File: src/rtl/pwm_steer_pkg.sv
package pwm_steer_pkg;
  localparam int NPIN = 4;
  typedef logic [NPIN-1:0] pin_vec_t;

  // Pins with even index (A, C) follow pol[1]; odd (B, D) follow pol[0].
  function automatic logic pair_invert(input logic [1:0] pol, input int idx);
    return (idx % 2 == 0) ? pol[1] : pol[0];
  endfunction
endpackage

File: src/rtl/pst_timebase.sv
module pst_timebase #(
  parameter int CW = 8
) (
  input  logic          clk,
  input  logic          rst_n,
  input  logic          en_i,
  input  logic          tm_wr_i,
  input  logic [CW-1:0] period_i,
  input  logic [CW-1:0] duty_i,
  output logic          pwm_o,
  output logic          start_o,
  output logic          done_o
);
  logic [CW-1:0] per_buf, duty_buf, per_q, duty_q, cnt_q;
  logic          done_q;

  assign start_o = en_i && (cnt_q == per_q);
  assign pwm_o   = en_i && (cnt_q < duty_q);
  assign done_o  = done_q;

  always_ff @(posedge clk) begin
    if (!rst_n) begin
      per_buf  <= '0;
      duty_buf <= '0;
      per_q    <= '0;
      duty_q   <= '0;
      cnt_q    <= '0;
      done_q   <= 1'b0;
    end else begin
      if (tm_wr_i) begin
        per_buf  <= period_i;
        duty_buf <= duty_i;
      end
      if (!en_i) begin
        cnt_q  <= '0;
        per_q  <= per_buf;
        duty_q <= duty_buf;
        done_q <= 1'b0;
      end else if (start_o) begin
        cnt_q  <= '0;
        per_q  <= per_buf;
        duty_q <= duty_buf;
        done_q <= 1'b1;
      end else begin
        cnt_q <= cnt_q + 1'b1;
      end
    end
  end


  cnt_range_chk: assert property (@(posedge clk) disable iff (!rst_n)
    en_i |-> (cnt_q <= per_q));

  done_clear_chk: assert property (@(posedge clk) disable iff (!rst_n)
    !en_i |=> !done_o);

  period_hold_chk: assert property (@(posedge clk) disable iff (!rst_n)
    (en_i && !start_o) |=> ($stable(per_q) && $stable(duty_q)));
endmodule

File: src/rtl/pst_steer_reg.sv
module pst_steer_reg
  import pwm_steer_pkg::*;
(
  input  logic     clk,
  input  logic     rst_n,
  input  logic     wr_i,
  input  logic     sync_i,
  input  pin_vec_t steer_i,
  input  logic     start_i,
  output pin_vec_t steer_o
);
  pin_vec_t steer_q, pend_q;
  logic     pend_v;

  assign steer_o = steer_q;

  always_ff @(posedge clk) begin
    if (!rst_n) begin
      steer_q <= '0;
      pend_q  <= '0;
      pend_v  <= 1'b0;
    end else if (wr_i) begin
      if (sync_i) begin
        pend_q <= steer_i;
        pend_v <= 1'b1;
      end else begin
        steer_q <= steer_i;
        pend_v  <= 1'b0;
      end
    end else if (start_i && pend_v) begin
      steer_q <= pend_q;
      pend_v  <= 1'b0;
    end
  end


  steer_now_chk: assert property (@(posedge clk) disable iff (!rst_n)
    (wr_i && !sync_i) |=> (steer_o == $past(steer_i)));

  steer_hold_chk: assert property (@(posedge clk) disable iff (!rst_n)
    (!start_i && !(wr_i && !sync_i)) |=> $stable(steer_o));
endmodule

File: src/rtl/pst_pin_drive.sv
module pst_pin_drive
  import pwm_steer_pkg::*;
(
  input  logic       pwm_i,
  input  pin_vec_t   steer_i,
  input  logic [1:0] pol_i,
  input  pin_vec_t   port_i,
  input  pin_vec_t   oe_i,
  input  logic       shut_i,
  output pin_vec_t   val_o,
  output pin_vec_t   drv_o
);
  for (genvar g = 0; g < NPIN; g++) begin : g_pin
    logic inv, steered_val, raw_val;
    assign inv         = pair_invert(pol_i, g);
    assign steered_val = shut_i ? inv : (pwm_i ^ inv);
    assign raw_val     = steer_i[g] ? steered_val : port_i[g];
    assign val_o[g]    = oe_i[g] & raw_val;
    assign drv_o[g]    = oe_i[g];
  end
endmodule

File: src/rtl/pwm_steer.sv
module pwm_steer
  import pwm_steer_pkg::*;
#(
  parameter int CW = 8
) (
  input  logic          clk,
  input  logic          rst_n,
  input  logic          enable_i,
  input  logic          timing_wr_i,
  input  logic [CW-1:0] period_i,
  input  logic [CW-1:0] duty_i,
  input  logic          steer_wr_i,
  input  logic [3:0]    steer_i,
  input  logic          steer_sync_i,
  input  logic [1:0]    pol_i,
  input  logic [3:0]    port_data_i,
  input  logic [3:0]    oe_i,
  input  logic          shutdown_i,
  output logic [3:0]    pin_val_o,
  output logic [3:0]    pin_drv_o,
  output logic          cycle_done_o
);
  logic     pwm_raw, period_start;
  pin_vec_t steer_act;

  pst_timebase #(.CW(CW)) u_tb (
    .clk(clk), .rst_n(rst_n), .en_i(enable_i), .tm_wr_i(timing_wr_i),
    .period_i(period_i), .duty_i(duty_i),
    .pwm_o(pwm_raw), .start_o(period_start), .done_o(cycle_done_o)
  );

  pst_steer_reg u_steer (
    .clk(clk), .rst_n(rst_n), .wr_i(steer_wr_i), .sync_i(steer_sync_i),
    .steer_i(steer_i), .start_i(period_start), .steer_o(steer_act)
  );

  pst_pin_drive u_drv (
    .pwm_i(pwm_raw), .steer_i(steer_act), .pol_i(pol_i),
    .port_i(port_data_i), .oe_i(oe_i), .shut_i(shutdown_i),
    .val_o(pin_val_o), .drv_o(pin_drv_o)
  );


  shut_park_chk: assert property (@(posedge clk) disable iff (!rst_n)
    (shutdown_i && steer_act[0] && oe_i[0]) |-> (pin_val_o[0] == pol_i[1]));

  undriven_zero_chk: assert property (@(posedge clk) disable iff (!rst_n)
    (pin_val_o & ~pin_drv_o) == 4'b0000);
endmodule

File: config.mk
export PLATFORM = sky130hd
export DESIGN_NAME = pwm_steer
export DESIGN_NICKNAME = d
export VERILOG_FILES = /design/src/rtl/pwm_steer_pkg.sv /design/src/rtl/pst_timebase.sv /design/src/rtl/pst_steer_reg.sv /design/src/rtl/pst_pin_drive.sv /design/src/rtl/pwm_steer.sv
export SDC_FILE = /design/constraint.sdc
export NUM_CORES = 1
export LEC_CHECK = 0
export ABC_AREA = 1
export BUFFER_PORTS_ARGS = -buffer_cell sky130_fd_sc_hd__buf_4
export CAP_MARGIN = 10
export CORE_ASPECT_RATIO = 0.9
export CORE_MARGIN = 4
export CORE_UTILIZATION = 55
export DETAILED_ROUTE_END_ITERATION = 7
export GPL_ROUTABILITY_DRIVEN = 0
export PLACE_DENSITY = 0.8
export SLEW_MARGIN = 25
export SYNTH_ARGS = -nofsm -noshare
export SYNTH_HDL_FRONTEND = slang
export SYNTH_SLANG_ARGS = --single-unit
File: constraint.sdc
create_clock -name clk -period 2.52 [get_ports clk]
set_input_delay 0.126 -clock clk [delete_from_list [all_inputs] [get_ports clk]]
set_output_delay 0.126 -clock clk [all_outputs]
set_load 0.02 [all_outputs]
==> impl_metrics.csv, run 1 <==
group,metric,value,unit
outcome,status,"complete, no violations",
logic_synthesis,synth_common_cells,"nor2_1 (64), dfxtp_1 (50), nand2_1 (37)",
timing,fin_ws,0.5270,ns
power,switchingPower,520.1,uW
logic_synthesis,synth_cell_type_count,31,
worst_setup_path,critPathKind,"reg -> out",
logic_synthesis,synth_top_area_cell,"dfxtp_1",
power,p_leak,1.235,nW
power,swShare,29.69,%
die,core,4074,um^2
power,power.total,1.752,mW
clock_tree,cts_made_buffers,5,
logic_synthesis,synth_top_area_share,43.29,%
clock_tree,cts_tree,"built",
grt,grt_pass1_wl,7859,um
drt,dr.first_iter.drc_count,88,
logic_synthesis,seq_area_frac_synth,43.29,%
drt,wl_per_cell,11.74,um
worst_setup_path,reg2reg_to,"u_tb.cnt_q[5]",
grt,grt_overflow,0,
clock_tree,clock_path_buffers,2,
power,clkPwrFrac,28.4,%
worst_setup_path,worst_path_most_repeated_cell,"nand2_1",
power,pwr-share-seq,50.8,%
worst_setup_path,cp_slowest_cell,"dfxtp_1",
drt,drc,0,
worst_setup_path,path_buf_inv,2,
timing,tightest_slew,0.4502,ns
grt,antenna_found_initial,0,
die,die_area,5307,um^2
place,port_buffers,45,
worst_setup_path,reg2reg_from,"u_tb.cnt_q[5]",
finish,antenna-diode-count,0,
worst_setup_path,path_max_fanout,5,
timing,fin_skew,0.008109,ns
timing,relSlewSlack,69.95,%
timing,whs,0.03429,ns
timing,slew_viol_final,0,
timing,post-route-min-period,1.993,ns
min_path,hp-start,"duty_i[5]",
clock_tree,cts_root_buf,"clkbuf_8",
power,ir_worst_vdd,401.3,uV
min_path,holdPathEnd,"u_tb.duty_buf[5]",
logic_synthesis,synthArstFlopShare,0,%
timing,layout_worst_path_cycle_share,79.09,%
place,dp_hpwl,3360,um
logic_synthesis,synth-seq-cells,50,
logic_synthesis,synthesis.nets,341,
clock_tree,cts_hold_buf,0,
timing,rsz0062_at_grt,"no",
logic_synthesis,yosysMostFrequentCell,"nor2_1",
drt,routed_wl,4518,um
worst_setup_path,required,2.39,ns
place,place_ws,0.8547,ns
finish,areaGrowthSynthToFinish,18.18,%
clock_tree,cts_num_sinks,50,
timing,finalSetupViolations,0,
worst_setup_path,end_kind,"output pin",
logic_synthesis,synth.avg_cell_area,7.812,um^2
drt,vias,1904,
drt,via_per_inst,4.945,
finish,fin_area,2733,um^2
place,dpl-instance-area,2633,um^2
finish,num-nets-final,381,
clock_tree,cts_resized,0,
die,io_pins,46,
logic_synthesis,yosysWarnings,0,
worst_setup_path,rr_worst_depth,8,
worst_setup_path,path_delay_family,"simple AND/OR/NAND/NOR gates",
die,dieHeight,69.51,um
logic_synthesis,syn_area,2312,um^2
die,fp.dieW,76.35,um
die,start_util,56.76,%
worst_setup_path,ff2ff_setup_slack,0.97,ns
timing,fmax,501.8,MHz
power,pwr-share-comb,20.7,%
clock_tree,cts_setup_buffers,0,
run,drv_cap,0,
worst_setup_path,startpoint_type,"flip-flop",
die,num_rows,22,
finish,drive_gt1_share,22.85,%
logic_synthesis,synth_edf_count,0,
min_path,holdPathStages,3,
clock_tree,htreeDepth,2,
worst_setup_path,cp.arrival,1.87,ns
grt,track_usage,18.19,%
min_path,hold_class,"in -> reg",
power,p_per_area,641.0,nW/um^2
logic_synthesis,synth.area.top_cells,"dfxtp_1 (43%), nor2_1 (10%), o21ai_0 (6.3%)",
worst_setup_path,max_stage_delay,0.43,ns
power,internal-power,1.232,mW
clock_tree,clock_latency,0.31,ns
grt,grt_pass1_vias,1761,
clock_tree,clk_pin_slew,0.09,ns
grt,grt_max_degree,36,
logic_synthesis,ys.flop_type,"dfxtp_1",
drt,firstDrtPassIters,4,
worst_setup_path,path_cells,"ha_1 -> a21oi_1 -> nand2_1 -> nand2_1 -> nand2_1 -> nand2_1 -> nand2_1 -> nand2_1 -> nand3_1 -> nand2_1 -> inv_1 -> buf_4",
drt,drtAntennaViolNets,0,
logic_synthesis,netlist_instances,296,
timing,tns,0,ns
timing,finalHoldViolCount,0,
## worst max path at each step
| stage | startpoint | endpoint | slack, ns | depth (start not counted) |
|---|---|---|---|---|
| global placement | u_tb.cnt_q[3] | pin_val_o[0] | 0.89 | 12 |
| global route | u_tb.cnt_q[3] | pin_val_o[0] | 0.35 | 14 |
| finish | u_tb.cnt_q[3] | pin_val_o[3] | 0.53 | 12 |
| CTS | u_tb.cnt_q[3] | pin_val_o[0] | 0.51 | 12 |
| detailed placement | u_tb.cnt_q[3] | pin_val_o[0] | 0.85 | 12 |
| floorplan | u_tb.cnt_q[3] | pin_val_o[0] | 1.05 | 10 |
## cell families after synthesis
kind of cell | count (synthesis) | share of synthesized area (%)
flops | 50 | 43.29
buf+inv | 41 | 8.171
xor+xnor | 12 | 4.546
compound gates | 59 | 16.02
fa+ha+maj | 8 | 4.329
mux | 1 | 0.4329
simple gates | 125 | 23.21
## final cells by class
type                       instances  area, um^2
fill                             369        1341
clock buffer                       6       82.58
sequential                        50        1001
inverter                          29       111.4
tap                               48       60.06
timing repair buffer              45       337.8
clock inverter                     2       17.52
multi-input combinational        205        1122
## per-stage QoR
step           utilization, %  instances
2_1_floorplan               -        296
3_3_place_gp            64.62        377
3_5_place_dp            64.62        377
4_1_cts                 67.08        385
5_1_grt                 67.08        385
6_report                67.08        385
## power groups by stage
stage | registers (mW) | clock network (mW) | logic (mW)
detailed placement | 0.908 | 0 | 0.363
global route | 0.899 | 0.545 | 0.413
finish | 0.890 | 0.498 | 0.363
CTS | 0.890 | 0.506 | 0.366
global placement | 0.906 | 0 | 0.356
floorplan | 0.900 | 0 | 0.270
## registers in the layout, indices dropped and copies added (netlist names)
| register | cells |
|---|---|
| u_steer.steer_o | 4 |
| u_steer.pend_q | 4 |
| u_tb.cnt_q | 8 |
| u_tb.duty_buf | 8 |
| u_tb.per_buf | 8 |
| u_tb.done_o | 1 |
| u_steer.pend_v | 1 |
| u_tb.duty_q | 8 |
| u_tb.per_q | 8 |
## cell usage in the layout (no fill, tap or decap), types with 2 or more instances in the layout
cell      instances
o21ai_1           2
a21oi_1           9
inv_2             3
inv_1            25
xor2_1            3
clkbuf_8          6
o21ai_0          29
a211oi_1          3
nand3_1          12
o21ai_2           4
nor3_1            3
nand2_2           2
ha_1              8
nand2_1          37
xnor2_1           9
nor2_1           64
nor2_2            3
clkinv_4          2
o21a_1            4
buf_4            45
dfxtp_1          50
a21oi_2           6
## worst reg2reg max path: stages (launching register included)
cell and delay (ns):
dfxtp_1 0.44, xnor2_1 0.16, nand2_1 0.08, nor2_2 0.19
nand2_4 0.10, nand2_8 0.10, inv_4 0.12, nand2_2 0.19
nor2_1 0.06
## metal layers
metal	global-route usage, %	part of all wire, %	vias up
li1	-	-	1027
met1	25.22	51	838
met2	26.54	43	34
met3	6.104	5.0	5
met4	5.835	1.0	0
met5	0	0	-
Note: power is estimated with default switching activity, not from simulation.
==> run 2: changes to the inputs <==
ABC_AREA = 0   (was 1)
PLACE_DENSITY = 0.79   (was 0.8)
clock period = 1.9 ns   (was 2.52 ns; I/O delays follow)
==> run 2 against run 1 <==
  * Register-to-register slack got worse by 0.90 ns
  * Clock skew increased by 0.00050 ns
  * Clock power increased by 45%
  * Final area increased by 16%
  * Die area increased by 6.0%
  * Sequential cell count unchanged
  * First-iteration DRC count decreased by 48%
  * Largest cell class unchanged
  * Cell count decreased by 5.7%
  * Clock-buffer cell count increased by 1
  * Largest power group unchanged
  * Global-route usage increased by 0.69 points
  * The run now ends with setup timing left
  * Via count decreased by 1.3%
  * Sequential share of layout area decreased by 4.4 points
==> impl_metrics.csv, run 2 <==
group,metric,value,unit
run,drv_cap,0,
clock_tree,clock_path_buffers,2,
logic_synthesis,synth_edf_count,0,
logic_synthesis,yosysMostFrequentCell,"dfxtp_1",
timing,tightest_slew,0.5329,ns
clock_tree,clk_pin_slew,0.09,ns
logic_synthesis,seq_area_frac_synth,40.57,%
finish,final_cell_mix,"buf_4 (54), dfxtp_1 (39), nor2b_1 (33)",
worst_setup_path,cp_slowest_cell,"dfxtp_4",
power,p_per_area,732.6,nW/um^2
timing,tns,-0.1311,ns
logic_synthesis,yosysWarnings,0,
power,ir_worst_vdd,551.5,uV
finish,fin_area,3177,um^2
place,dpl-instance-area,2836,um^2
timing,fin_ws,-0.05075,ns
die,num_rows,22,
logic_synthesis,netlist_instances,249,
worst_setup_path,rr_worst_depth,7,
timing,fmax,512.6,MHz
drt,via_per_inst,5.176,
finish,antenna-diode-count,0,
clock_tree,cts_tree,"built",
worst_setup_path,end_kind,"output pin",
die,start_util,58.59,%
grt,antenna_found_initial,0,
logic_synthesis,synth-seq-cells,50,
drt,firstDrtPassIters,4,
clock_tree,htreeDepth,2,
worst_setup_path,max_stage_delay,0.36,ns
logic_synthesis,synth.avg_cell_area,9.909,um^2
clock_tree,clock_latency,0.29,ns
logic_synthesis,synth_top_area_share,40.57,%
logic_synthesis,syn_area,2467,um^2
worst_setup_path,cp.arrival,1.86,ns
logic_synthesis,synth.area.top_cells,"dfxtp_1 (41%), mux2i_1 (13%), nor2b_1 (8.4%)",
die,core,4212,um^2
place,port_buffers,45,
clock_tree,cts_made_buffers,5,
timing,fin_skew,0.008612,ns
clock_tree,cts_root_buf,"clkbuf_8",
die,die_area,5623,um^2
place,dp_hpwl,3387,um
grt,grt_pass1_wl,8652,um
min_path,hold_class,"in -> reg",
timing,post-route-min-period,1.951,ns
logic_synthesis,synth_common_cells,"dfxtp_1 (50), nor2b_1 (33), mux2i_1 (32)",
logic_synthesis,synth_top_area_cell,"dfxtp_1",
timing,relSlewSlack,64.40,%
worst_setup_path,path_delay_family,"flip-flops",
finish,final_core_util,75.43,%
logic_synthesis,synthesis.nets,294,
worst_setup_path,ff2ff_setup_slack,0.07,ns
timing,layout_worst_path_cycle_share,102.7,%
power,power.total,2.327,mW
grt,grt_max_degree,51,
timing,rsz0062_at_grt,"yes",
logic_synthesis,synth_cell_type_count,37,
outcome,violations,"setup timing",
finish,num-nets-final,347,
die,io_pins,46,
drt,dr.first_iter.drc_count,46,
grt,track_usage,18.87,%
worst_setup_path,reg2reg_to,"u_steer.steer_o[2]",
min_path,holdPathEnd,"u_tb.per_buf[3]",
logic_synthesis,synthArstFlopShare,0,%
drt,routed_wl,4986,um
drt,drtAntennaViolNets,0,
finish,drive_gt1_share,33.99,%
finish,areaGrowthSynthToFinish,28.75,%
worst_setup_path,startpoint_type,"flip-flop",
worst_setup_path,path_cells,"ha_4 -> a211oi_2 -> nand2_2 -> buf_4 -> a32oi_2 -> nand3_1 -> buf_6",
logic_synthesis,ys.flop_type,"dfxtp_1",
die,dieHeight,71.54,um
drt,drc,0,
grt,grt_overflow,0,
place,place_ws,0.007892,ns
timing,finalHoldViolCount,0,
power,p_leak,1.419,nW
drt,vias,1879,
drt,wl_per_cell,13.74,um
worst_setup_path,critPathKind,"reg -> out",
timing,finalSetupViolations,4,
worst_setup_path,reg2reg_from,"u_tb.cnt_q[7]",
worst_setup_path,required,1.80,ns
finish,final_common_cell,"buf_4",
die,fp.dieW,78.60,um
min_path,hp-start,"period_i[3]",
min_path,holdPathStages,3,
timing,slew_viol_final,0,
outcome,status,"finished with violations",
worst_setup_path,path_buf_inv,2,
grt,grt_pass1_vias,1918,
clock_tree,cts_num_sinks,50,
worst_setup_path,path_max_fanout,7,
[run 2: cell types whose count changed after synthesis, sizes merged, moves of 4 or more]
cell,previous run,this run
nor2b,0,33
inv,29,13
mux2i,1,32
nor2,67,2
and3,0,13
nand2,41,11
a22o,0,4
a21oi,15,3
o21ai,35,5
a32oi,0,4
[run 2: stage by stage]
step,std cells,hold slack (ns)
after global routing,363,0.06067
after detailed placement,345,0.3599
after global placement,345,0.3493
after CTS,360,0.05089
final,363,0.05145
after floorplan,249,0.2284
[run 2: worst max path at each step]
stage          cells after the start            to      startpoint  slack (ns)
3_3_place_gp                       7  pin_val_o[3]   u_tb.cnt_q[7]        0.10
5_1_grt                            8  pin_val_o[1]  u_tb.duty_q[3]       -0.13
4_1_cts                            9  pin_val_o[3]  u_tb.duty_q[3]       -0.02
3_5_place_dp                       8  pin_val_o[3]  u_tb.duty_q[7]       0.008
6_report                           7  pin_val_o[1]   u_tb.cnt_q[7]       -0.05
2_1_floorplan                      6  pin_val_o[2]   u_tb.cnt_q[3]        0.13
[run 2: repair_timing]
item	4_1_cts	5_1_grt
pin swaps	10	5
gates cloned	0	0
gates resized for setup	34	10
endpoints found under the setup margin	4	5
hold buffers	0	0
buffers inserted	7	3
[run 2: worst reg2reg max path, cell delays in order, from the launching register on]
cell	delay [ns]
dfxtp_4	0.36
buf_4	0.14
xnor2_1	0.24
nand4_2	0.24
nor4_4	0.32
buf_4	0.19
nor3_1	0.05
o21a_1	0.19
[run 2: per-layer routing]
metal | up-vias | part of all wire (%) | global-route usage, % | wire length [um]
li1 | 967 | - | - | -
met3 | 8 | 3.8 | 3.894 | 189
met5 | - | 0 | 0 | 0
met2 | 30 | 48 | 30.16 | 2382
met4 | 0 | 1.1 | 5.049 | 53
met1 | 874 | 47 | 26.02 | 2360
[run 2: layout make-up]
| class | instances | area (um^2) |
|---|---|---|
| fill | 304 | 1035 |
| clock inverter | 1 | 30.03 |
| clock buffer | 7 | 76.32 |
| inverter | 13 | 48.80 |
| tap | 60 | 75.07 |
| sequential | 50 | 1025 |
| multi-input combinational | 172 | 1440 |
| timing repair buffer | 60 | 481.7 |
[run 2: power by group]
group | internal, mW | total, mW | switching (mW)
logic | 0.244 | 0.476 | 0.232
registers | 1.10 | 1.13 | 0.0336
clock network | 0.394 | 0.721 | 0.327
[run 2: cells by family after synthesis]
kind of cell | synth area share (%)
AO/OA/AOI/OAI | 10.09
XOR/XNOR | 5.578
adder cells (fa/ha/maj) | 4.057
AND/OR/NAND/NOR | 20.94
buffers and inverters | 5.781
flip-flops | 40.57
multiplexers | 12.98
==> run 3: changes to the inputs <==
SYNTH_HIERARCHICAL = 1   (was not set)
==> run 3 against run 2 <==
  * The run still ends with setup timing left
  * Final area fell by 5.9%
  * Cell count down 1.7%
  * Combinational power is 17% lower
  * Sequential power about the same
  * First-iteration DRC count rose by 110%
  * Routed wire length is 10% lower
  * Critical path type unchanged
  * Sequential cell count is the same
  * Non-clock buffer count decreased by 8
  * Clock power shrank 18%
  * Critical path depth grew 1
  * Synthesized area shrank 1.1%
==> impl_metrics.csv, run 3 <==
group,metric,value,unit
outcome,status,"finished with violations",
outcome,violations,"setup timing",
die,core,4184,um^2
logic_synthesis,synth_top_area_cell,"dfxtp_1",
clock_tree,cts_setup_buffers,0,
worst_setup_path,startpoint_type,"flip-flop",
timing,fin_skew,0.009561,ns
drt,drc,0,
worst_setup_path,max_stage_delay,0.38,ns
place,dp_hpwl,3321,um
grt,track_usage,17.14,%
clock_tree,cts_root_buf,"clkbuf_8",
timing,relSlewSlack,58.28,%
logic_synthesis,ys.flop_type,"dfxtp_1",
logic_synthesis,synthArstFlopShare,0,%
power,ir_worst_vdd,581.2,uV
grt,grt_pass1_vias,1662,
drt,drtAntennaViolNets,0,
logic_synthesis,synth_cell_type_count,42,
timing,whs,0.04388,ns
drt,dr.first_iter.drc_count,98,
worst_setup_path,required,1.80,ns
grt,antenna_found_initial,0,
die,dieHeight,71.19,um
timing,finalHoldViolCount,0,
power,power.total,2.116,mW
clock_tree,clock_latency,0.30,ns
worst_setup_path,end_kind,"output pin",
die,io_pins,46,
power,p_per_area,707.5,nW/um^2
finish,drive_gt1_share,27.61,%
timing,slew_viol_final,0,
worst_setup_path,critPathKind,"reg -> out",
min_path,holdPathStages,3,
logic_synthesis,seq_area_frac_synth,41.03,%
worst_setup_path,path_cells,"inv_2 -> ha_4 -> or3_4 -> a211o_1 -> a221oi_4 -> nand2b_4 -> a211oi_4 -> buf_6",
die,die_area,5567,um^2
clock_tree,cts_tree,"built",
logic_synthesis,synth.avg_cell_area,9.644,um^2
timing,fmax,406.1,MHz
finish,final_core_util,71.47,%
drt,firstDrtPassIters,5,
finish,antenna-diode-count,0,
worst_setup_path,rr_worst_depth,5,
worst_setup_path,path_max_fanout,5,
grt,grt_max_degree,67,
place,port_buffers,45,
die,num_rows,22,
timing,tns,-2.204,ns
clock_tree,htreeDepth,2,
drt,wl_per_cell,12.55,um
run,drv_cap,0,
drt,routed_wl,4480,um
drt,via_per_inst,5.017,
timing,post-route-min-period,2.462,ns
logic_synthesis,synth.area.top_cells,"dfxtp_1 (41%), mux2i_1 (13%), nand2_1 (6.2%)",
finish,fin_cells,357,
worst_setup_path,cp.arrival,2.37,ns
logic_synthesis,synth_edf_count,0,
clock_tree,cts_num_sinks,50,
clock_tree,clk_pin_slew,0.09,ns
clock_tree,clock_path_buffers,2,
timing,tightest_slew,0.6258,ns
drt,vias,1791,
logic_synthesis,yosysWarnings,6,
finish,areaGrowthSynthToFinish,22.56,%
timing,fin_ws,-0.5623,ns
logic_synthesis,synth_common_cells,"dfxtp_1 (50), nand2_1 (40), mux2i_1 (32)",
timing,rsz0062_at_grt,"yes",
clock_tree,cts_made_buffers,5,
grt,grt_pass1_wl,7610,um
timing,finalSetupViolations,4,
worst_setup_path,cp_slowest_cell,"or3_4",
logic_synthesis,synth-seq-cells,50,
logic_synthesis,synthesis.nets,298,
finish,num-nets-final,342,
grt,grt_overflow,0,
die,fp.dieW,78.21,um
min_path,hold_class,"in -> reg",
finish,final_common_cell,"buf_4",
logic_synthesis,netlist_instances,253,
logic_synthesis,syn_area,2440,um^2
logic_synthesis,synth_top_area_share,41.03,%
power,p_leak,1.276,nW
logic_synthesis,yosysMostFrequentCell,"dfxtp_1",
place,dp_cells,350,
die,start_util,58.31,%
finish,final_cell_mix,"buf_4 (48), dfxtp_1 (45), nand2_1 (40)",
timing,layout_worst_path_cycle_share,129.6,%
run 3: final cells by class:
class / instances / area, um^2
Fill cell: 349 / 1194
Inverter: 7 / 26.28
Tap cell: 60 / 75.07
Multi-Input combinational cell: 181 / 1394
Clock inverter: 2 / 13.76
Sequential cell: 50 / 1007
Timing Repair Buffer: 52 / 405.4
Clock buffer: 5 / 68.82
run 3: kinds of logic after synthesis:
kind of cell | after synthesis | synth area share [%]
simple gates | 99 | 22.00
flops | 50 | 41.03
mux | 32 | 13.13
compound gates | 28 | 9.642
buf+inv | 22 | 5.077
xor+xnor | 14 | 5.026
fa+ha+maj | 8 | 4.103
run 3: critical path: cells and delay by family, from the launching register on:
family          cells  cell delay [ns]
flops               1             0.34
fa+ha+maj           1             0.14
simple gates        2             0.53
compound gates      3             0.88
buf+inv             2             0.19
run 3: timing repair:
action | 4_1_cts | 5_1_grt
pin swaps | 6 | 3
setup endpoints to repair | 4 | 4
gates resized for setup | 13 | 0
hold buffers | 0 | 0
run 3: power breakdown:
part	total [mW]	internal [mW]	switching (mW)
clock	0.588	0.254	0.334
combinational	0.393	0.200	0.192
sequential	1.13	1.10	0.0319
run 3: layer usage:
| metal | up-vias | track usage, % | wire [um] | part of all wire (%) |
|---|---|---|---|---|
| li1 | 941 | - | - | - |
| met1 | 807 | 24.41 | 2281 | 51 |
| met2 | 38 | 24.62 | 1918 | 43 |
| met3 | 5 | 5.216 | 220 | 4.9 |
| met4 | 0 | 5.825 | 60 | 1.3 |
| met5 | - | 0 | 0 | 0 |
run 3: final timing paths:
kind                        start         endpoint  slack [ns]
hold reg to reg   u_tb/per_buf[6]    u_tb/per_q[6]        0.46
setup / recovery   u_tb/duty_q[3]     pin_val_o[3]       -0.56
hold / removal        period_i[7]  u_tb/per_buf[7]        0.04
setup reg to reg    u_tb/cnt_q[3]    u_tb/per_q[0]        0.27
run 3: metrics by stage:
stage          setup slack, ns  instance area (um^2)
2_1_floorplan          -0.1587                  2494
3_3_place_gp           -0.2617                  2861
3_5_place_dp           -0.3120                  2861
4_1_cts                -0.6159                  2990
5_1_grt                -0.6845                  2990
6_report               -0.5623                  2990
